===== src/rtl/pmp_pkg.sv =====
package pmp_pkg;

  // log2 of the protection granule in bytes
  localparam int unsigned GRAN_LOG2 = 2;

  typedef enum logic [1:0] {
    ACC_FETCH = 2'd0,
    ACC_LOAD  = 2'd1,
    ACC_STORE = 2'd2,
    ACC_WRITE = 2'd3
  } acc_kind_e;

  typedef enum logic [1:0] {
    PRIV_USER  = 2'd0,
    PRIV_SUPER = 2'd1,
    PRIV_RSVD  = 2'd2,
    PRIV_MACH  = 2'd3
  } priv_e;

  typedef struct packed {
    logic lock;
    logic x;
    logic w;
    logic r;
  } perm_t;

  // rights of one region for an access kind at a privilege level
  function automatic logic perm_grants(perm_t p, acc_kind_e k, priv_e m);
    logic ok;
    if (m == PRIV_MACH && !p.lock) begin
      ok = 1'b1;
    end else begin
      case (k)
        ACC_FETCH: ok = p.x;
        ACC_LOAD:  ok = p.r;
        default:   ok = p.w;
      endcase
    end
    return ok;
  endfunction

endpackage


===== src/rtl/pmp_entry_match.sv =====
module pmp_entry_match
  import pmp_pkg::*;
#(
  parameter int unsigned GW           = 30,
  parameter int unsigned REGION_GRANS = 1024
) (
  input  logic      [GW-1:0] base,
  input  logic      [GW-1:0] limit,
  input  perm_t              perm,
  input  logic      [GW-1:0] gran0,
  input  logic               two_gran,
  input  acc_kind_e          kind,
  input  priv_e              priv,
  input  logic      [GW-1:0] region_g,
  output logic               hit_any,
  output logic               hit_all,
  output logic               grants,
  output logic               straddle
);

  logic [GW-1:0] gran1;
  logic          m0, m1;
  logic [GW:0]   r_lo, r_hi, b_ext, l_ext;
  logic          live, overlaps, covers;

  assign gran1 = gran0 + GW'(1);
  assign m0    = (gran0 >= base) && (gran0 < limit);
  assign m1    = (gran1 >= base) && (gran1 < limit);

  assign hit_any = m0 || (two_gran && m1);
  assign hit_all = m0 && (!two_gran || m1);
  assign grants  = perm_grants(perm, kind, priv);

  assign r_lo  = {1'b0, region_g};
  assign r_hi  = r_lo + (GW+1)'(REGION_GRANS);
  assign b_ext = {1'b0, base};
  assign l_ext = {1'b0, limit};

  assign live     = limit > base;
  assign overlaps = live && (b_ext < r_hi) && (l_ext > r_lo);
  assign covers   = (b_ext <= r_lo) && (l_ext >= r_hi);
  assign straddle = overlaps && !covers;

endmodule


===== config.mk =====
export PLATFORM = sky130hd
export DESIGN_NAME = pmp_entry_match
export DESIGN_NICKNAME = d
export VERILOG_FILES = /design/src/rtl/pmp_pkg.sv /design/src/rtl/pmp_entry_match.sv
export SDC_FILE = /design/constraint.sdc
export NUM_CORES = 1
export LEC_CHECK = 0
export BUFFER_PORTS_ARGS = -buffer_cell sky130_fd_sc_hd__buf_2
export CAP_MARGIN = 20
export CORE_MARGIN = 1
export CORE_UTILIZATION = 53
export DETAILED_ROUTE_END_ITERATION = 6
export GPL_TIMING_DRIVEN = 0
export PLACE_DENSITY_LB_ADDON = 0.15
export REMOVE_ABC_BUFFERS = 1
export SYNTH_ARGS = -nofsm -noshare
export SYNTH_HDL_FRONTEND = slang
export SYNTH_SLANG_ARGS = --single-unit

===== constraint.sdc =====
create_clock -name vclk -period 4.4
set_input_delay 0.88 -clock vclk [all_inputs]
set_output_delay 0.88 -clock vclk [all_outputs]
set_load 0.01 [all_outputs]

==> metrics.txt, run 1 <==
number of distinct library cells after synthesis=47; Achievable Freq=215 MHz; P per Cell Area=92.4 mW/mm²; failing checks=DRC, setup timing; total global routing overflow=0; Arr. time, crit path=3.78 ns; Synth area leader=ha_1; dpl cells=1,119; Area Overhead vs Synth=26.1%; die width=112 µm; Tmin final=4.66 ns; Total Die Area=0.0126 mm²; Setup Viol. Count Final=3; Pint=0.333 mW; share of the synthesized area in the top cell type=48.5%; startpoint types=input port; drt pass-1 iters=7; DP HPWL=17.1 mm; GPL Wtd Cong=0.941; vias=7,024; post-route ant nets=0; status=complete, but fails checks; WL final=20.2 mm; Std-Cell Rows=39; Comb pwr share=100.0%; Hold/Removal Path Class=in2out; sequential share of the synthesized area=0%; # nets final=1,394; switch share=55.7%; largest net degree at the start of global routing=9; Die Y=112 µm; hold path depth=3; Worst Slack Setup Final=-0.261 ns; DP Worst Slack=-1.06 ns; most common cell in the netlist=ha_1; non-filler cells, final=1,156; largest cells by area after synthesis=ha_1 48%, inv_1 5.9%, a21oi_1 5.7%; Clock buffer cells=0; core area=0.0117 mm²; initial antenna violation count=0; Worst-Margin Slew=0.819 ns; Util after Layout=69.8%; sequential cells=0; Max-slew headroom=44.0%; post-synthesis cell area=0.00645 mm²; hold slack=2.04 ns; LEAKAGE=4.30 nW; Critical Path RT=3.52 ns; global-route wire length before repair=32.7 mm; fin crit share=106%; number of warnings issued by yosys=0; Hold Buf Count CTS=0; I/O pin cnt=133; vias in the first global route=7,057; Avg Inst Size Synth=7.64 µm²; kind of critical path=in2out; initial core utilization=55.3%; switching power=0.418 mW; CP Capture Type=primary output; final-report hold violation count=0; unrepaired setup endpoints after global routing=yes; final slew viol count=0; Tot GR Track Use=31.8%; multi-input gate area in the final layout=0.00649 mm²; drt via density=6.08; Max-cap violations=0; clock share of power=0%; layout cell share with drive strength beyond 1=23.3%; Commonest cells post-synth=250 x ha_1, 101 x inv_1, 74 x a21oi_1; per-cell routed wire length=17.5 µm; critical path peak fanout=4; Reg power frac=0%; Syn Inst Count=844; Iteration-0 DRC Markers=466; # fillers=1,030; sequential cell area=0 µm²; drt drc=10; Port Buffers=133; ANT cells=0; Worst IR Drop VDD=0.0000517 V
==> layout by cell type, fill, tap and decap left out, types with 5 or more instances in the layout <==
cell type / instances
ha_1: 245
buf_2: 119
inv_1: 100
a21oi_1: 71
nand4_1: 55
nand2_1: 46
o21ai_0: 34
buf_4: 33
a21o_1: 32
xnor2_1: 29
nor2_1: 27
nand3_1: 26
a211oi_1: 15
nor3_1: 15
xnor2_2: 11
buf_6: 9
buf_8: 8
nor4_1: 7
nor2_2: 6
o21a_1: 6
nand2b_1: 6
o21ai_1: 5
==> power by group through the flow <==
stage	logic, mW	clock network, mW	registers, mW
after floorplan	0.425	0	0
after global placement	0.657	0	0
after detailed placement	0.669	0	0
after CTS	0.717	0	0
after global routing	0.849	0	0
final	0.752	0	0
==> final timing paths <==
| path | from | slack, ns | end |
|---|---|---|---|
| max | gran0[4] | -0.26 | hit_any |
| min | two_gran | 2.04 | hit_all |
==> cells by family (layout without fill, tap and decap cells) <==
logic type	after synthesis	after routing	share of synthesized area, %
adder cells (fa/ha/maj)	250	250	48.5
buffers and inverters	103	272	6.01
multiplexers	1	1	0.155
AND/OR/NAND/NOR	231	231	18.4
AO/OA/AOI/OAI	213	213	20.7
XOR/XNOR	46	46	6.25
==> layout make-up <==
class	instances	area share (%)
Timing Repair Buffer	170	13.3
Tap cell	143	2.20
Multi-Input combinational cell	741	79.8
Inverter	102	4.71
==> through the flow <==
step	setup TNS, ns	power [mW]	instance area, µm²
2_1_floorplan	-0.102	0.425	6450
3_3_place_gp	-2.48	0.657	7290
3_5_place_dp	-2.69	0.669	7290
4_1_cts	-0.524	0.717	7910
5_1_grt	-1.08	0.849	8140
6_report	-0.639	0.752	8140
==> what timing repair did <==
action,in CTS,in global routing
gates cloned,0,0
pin swaps,46,30
buffers inserted,28,9
endpoints found under the setup margin,3,3
resized for setup,99,28
==> critical path, cell delays in order <==
cell     delay [ns]
buf_8          0.07
and3_4         0.18
and3_4         0.21
and3_4         0.20
nand2_4        0.08
nor3b_4        0.27
buf_6          0.16
buf_6          0.10
nand3_4        0.08
xnor2_4        0.21
ha_4           0.24
nand4_1        0.13
nor3_2         0.07
o31a_1         0.11
a311o_1        0.34
o21ai_2        0.21
o21ai_1        0.08
buf_2          0.15
==> layer usage <==
| metal | GRT usage (%) | part of all wire [%] | vias to the layer above |
|---|---|---|---|
| met2 | 58.1 | 47 | 226 |
| met3 | 2.16 | 4.2 | 62 |
| met4 | 12.0 | 4.0 | 0 |
| met1 | 39.0 | 44 | 3202 |
| met5 | 0 | 0 | - |
| li1 | - | - | 3534 |
Note: power is estimated with default switching activity, not from simulation.
==> inputs of run 2 (changes only) <==
Settings changed: CAP_MARGIN 20 to default, CORE_UTILIZATION 53 to 64.
Clock period 4.4 ns to 5.4 ns, I/O delays scaled along.
==> metrics.txt, run 2 (same netlist as run 1, synthesis figures left out) <==
die width=102 µm; Max-cap violations=0; Area Overhead vs Synth=14.7%; vias=6,942; Tmin final=5.24 ns; metal2 WL=8.75 mm; # fillers=843; status=complete, no violations; Port Buffers=133; Worst IR Drop VDD=0.0000432 V; core area=0.00977 mm²; vias in the first global route=6,590; # nets final=1,357; global-route wire length before repair=29.4 mm; Tot GR Track Use=35.5%; Critical Path RT=4.32 ns; P per Cell Area=76.3 mW/mm²; WL final=18.8 mm; I/O pin cnt=133; drt drc=0; sequential cell area=0 µm²; final-report hold violation count=0; total global routing overflow=0; drt via density=6.26; Clock buffer cells=0; Total Die Area=0.0105 mm²; Worst Slack Setup Final=0.156 ns; DP Worst Slack=-0.295 ns; multi-input gate area in the final layout=0.00618 mm²; WL met3=1.16 mm; Arr. time, crit path=4.16 ns; Hold/Removal Path Class=in2out; Top Metal Used=met4; largest net degree at the start of global routing=9; Achievable Freq=191 MHz; drt pass-1 iters=5; Die Y=102 µm; Max-slew headroom=30.0%; initial antenna violation count=0; Std-Cell Rows=36; ANT cells=0; most frequent cells in the layout=250 x ha_1, 133 x buf_2, 100 x inv_1; Post-CTS Setup Repair Bufs=0; post-route ant nets=0; Worst-Margin Slew=1.02 ns; wl on met1=8.06 mm; setup TNS=0 ns; fin crit share=97.1%; per-cell routed wire length=16.9 µm; initial core utilization=66.0%; LEAKAGE=4.00 nW; final slew viol count=0; startpoint types=input port; layout cell share with drive strength beyond 1=16.2%; GPL Wtd Cong=0.964; DP HPWL=16.9 mm; sequential cells=0; Setup Viol. Count Final=0; CP Capture Type=primary output; kind of critical path=in2out; critical path peak fanout=6; Iteration-0 DRC Markers=290; most common cell after layout, fill and taps aside=ha_1
==> run 2: layout make-up <==
cell class	instances	area share, %
multi-input cells	741	83.6
repair buffers	133	9.00
inverters	102	5.17
well taps	133	2.25
==> run 2: repair_timing <==
item / 4_1_cts / 5_1_grt
resized for setup: 5 / 26
pin swaps: 1 / 3
setup endpoints to repair: 3 / 3
hold buffers: 0 / 0
gates cloned: 0 / 0
==> run 2: where the power goes <==
group | switching (mW) | internal [mW]
Sequential | 0 | 0
Combinational | 0.324 | 0.240
Clock | 0 | 0
==> run 2: per-stage QoR <==
stage	utilization (%)	instance area (µm²)	hold slack, ns	cells	power [mW]
after floorplan	-	6450	2.24	843	0.346
after global placement	74.5	7280	2.43	1109	0.529
after detailed placement	74.5	7280	2.43	1109	0.546
after CTS	74.6	7290	2.43	1109	0.550
after global routing	75.7	7400	2.45	1109	0.641
final	75.7	7400	2.43	1109	0.565
==> run 2: layer usage <==
layer / vias up / track usage, %
li1: 3463 / -
met1: 3161 / 43.5
met2: 256 / 63.9
met3: 62 / 2.33
met4: 0 / 15.1
met5: - / 0
==> run 2: path summary, 6_finish.rpt <==
check,startpoint,end,cells past startpoint
setup / recovery,gran0[2],hit_all,16
hold / removal,two_gran,hit_all,3
==> run 2: critical path, cell delays in order <==
cell and delay (ns):
buf_2 0.16, and3_4 0.21, and3_4 0.23, and3_4 0.20, nand2_2 0.12, nor2_2 0.19, xor2_1 0.26, ha_1 0.30
nand4_1 0.15, nor2_1 0.08, a22oi_1 0.18, o21ai_0 0.17, a2111oi_2 0.41, o21ai_2 0.12, a21oi_1 0.15, buf_2 0.14
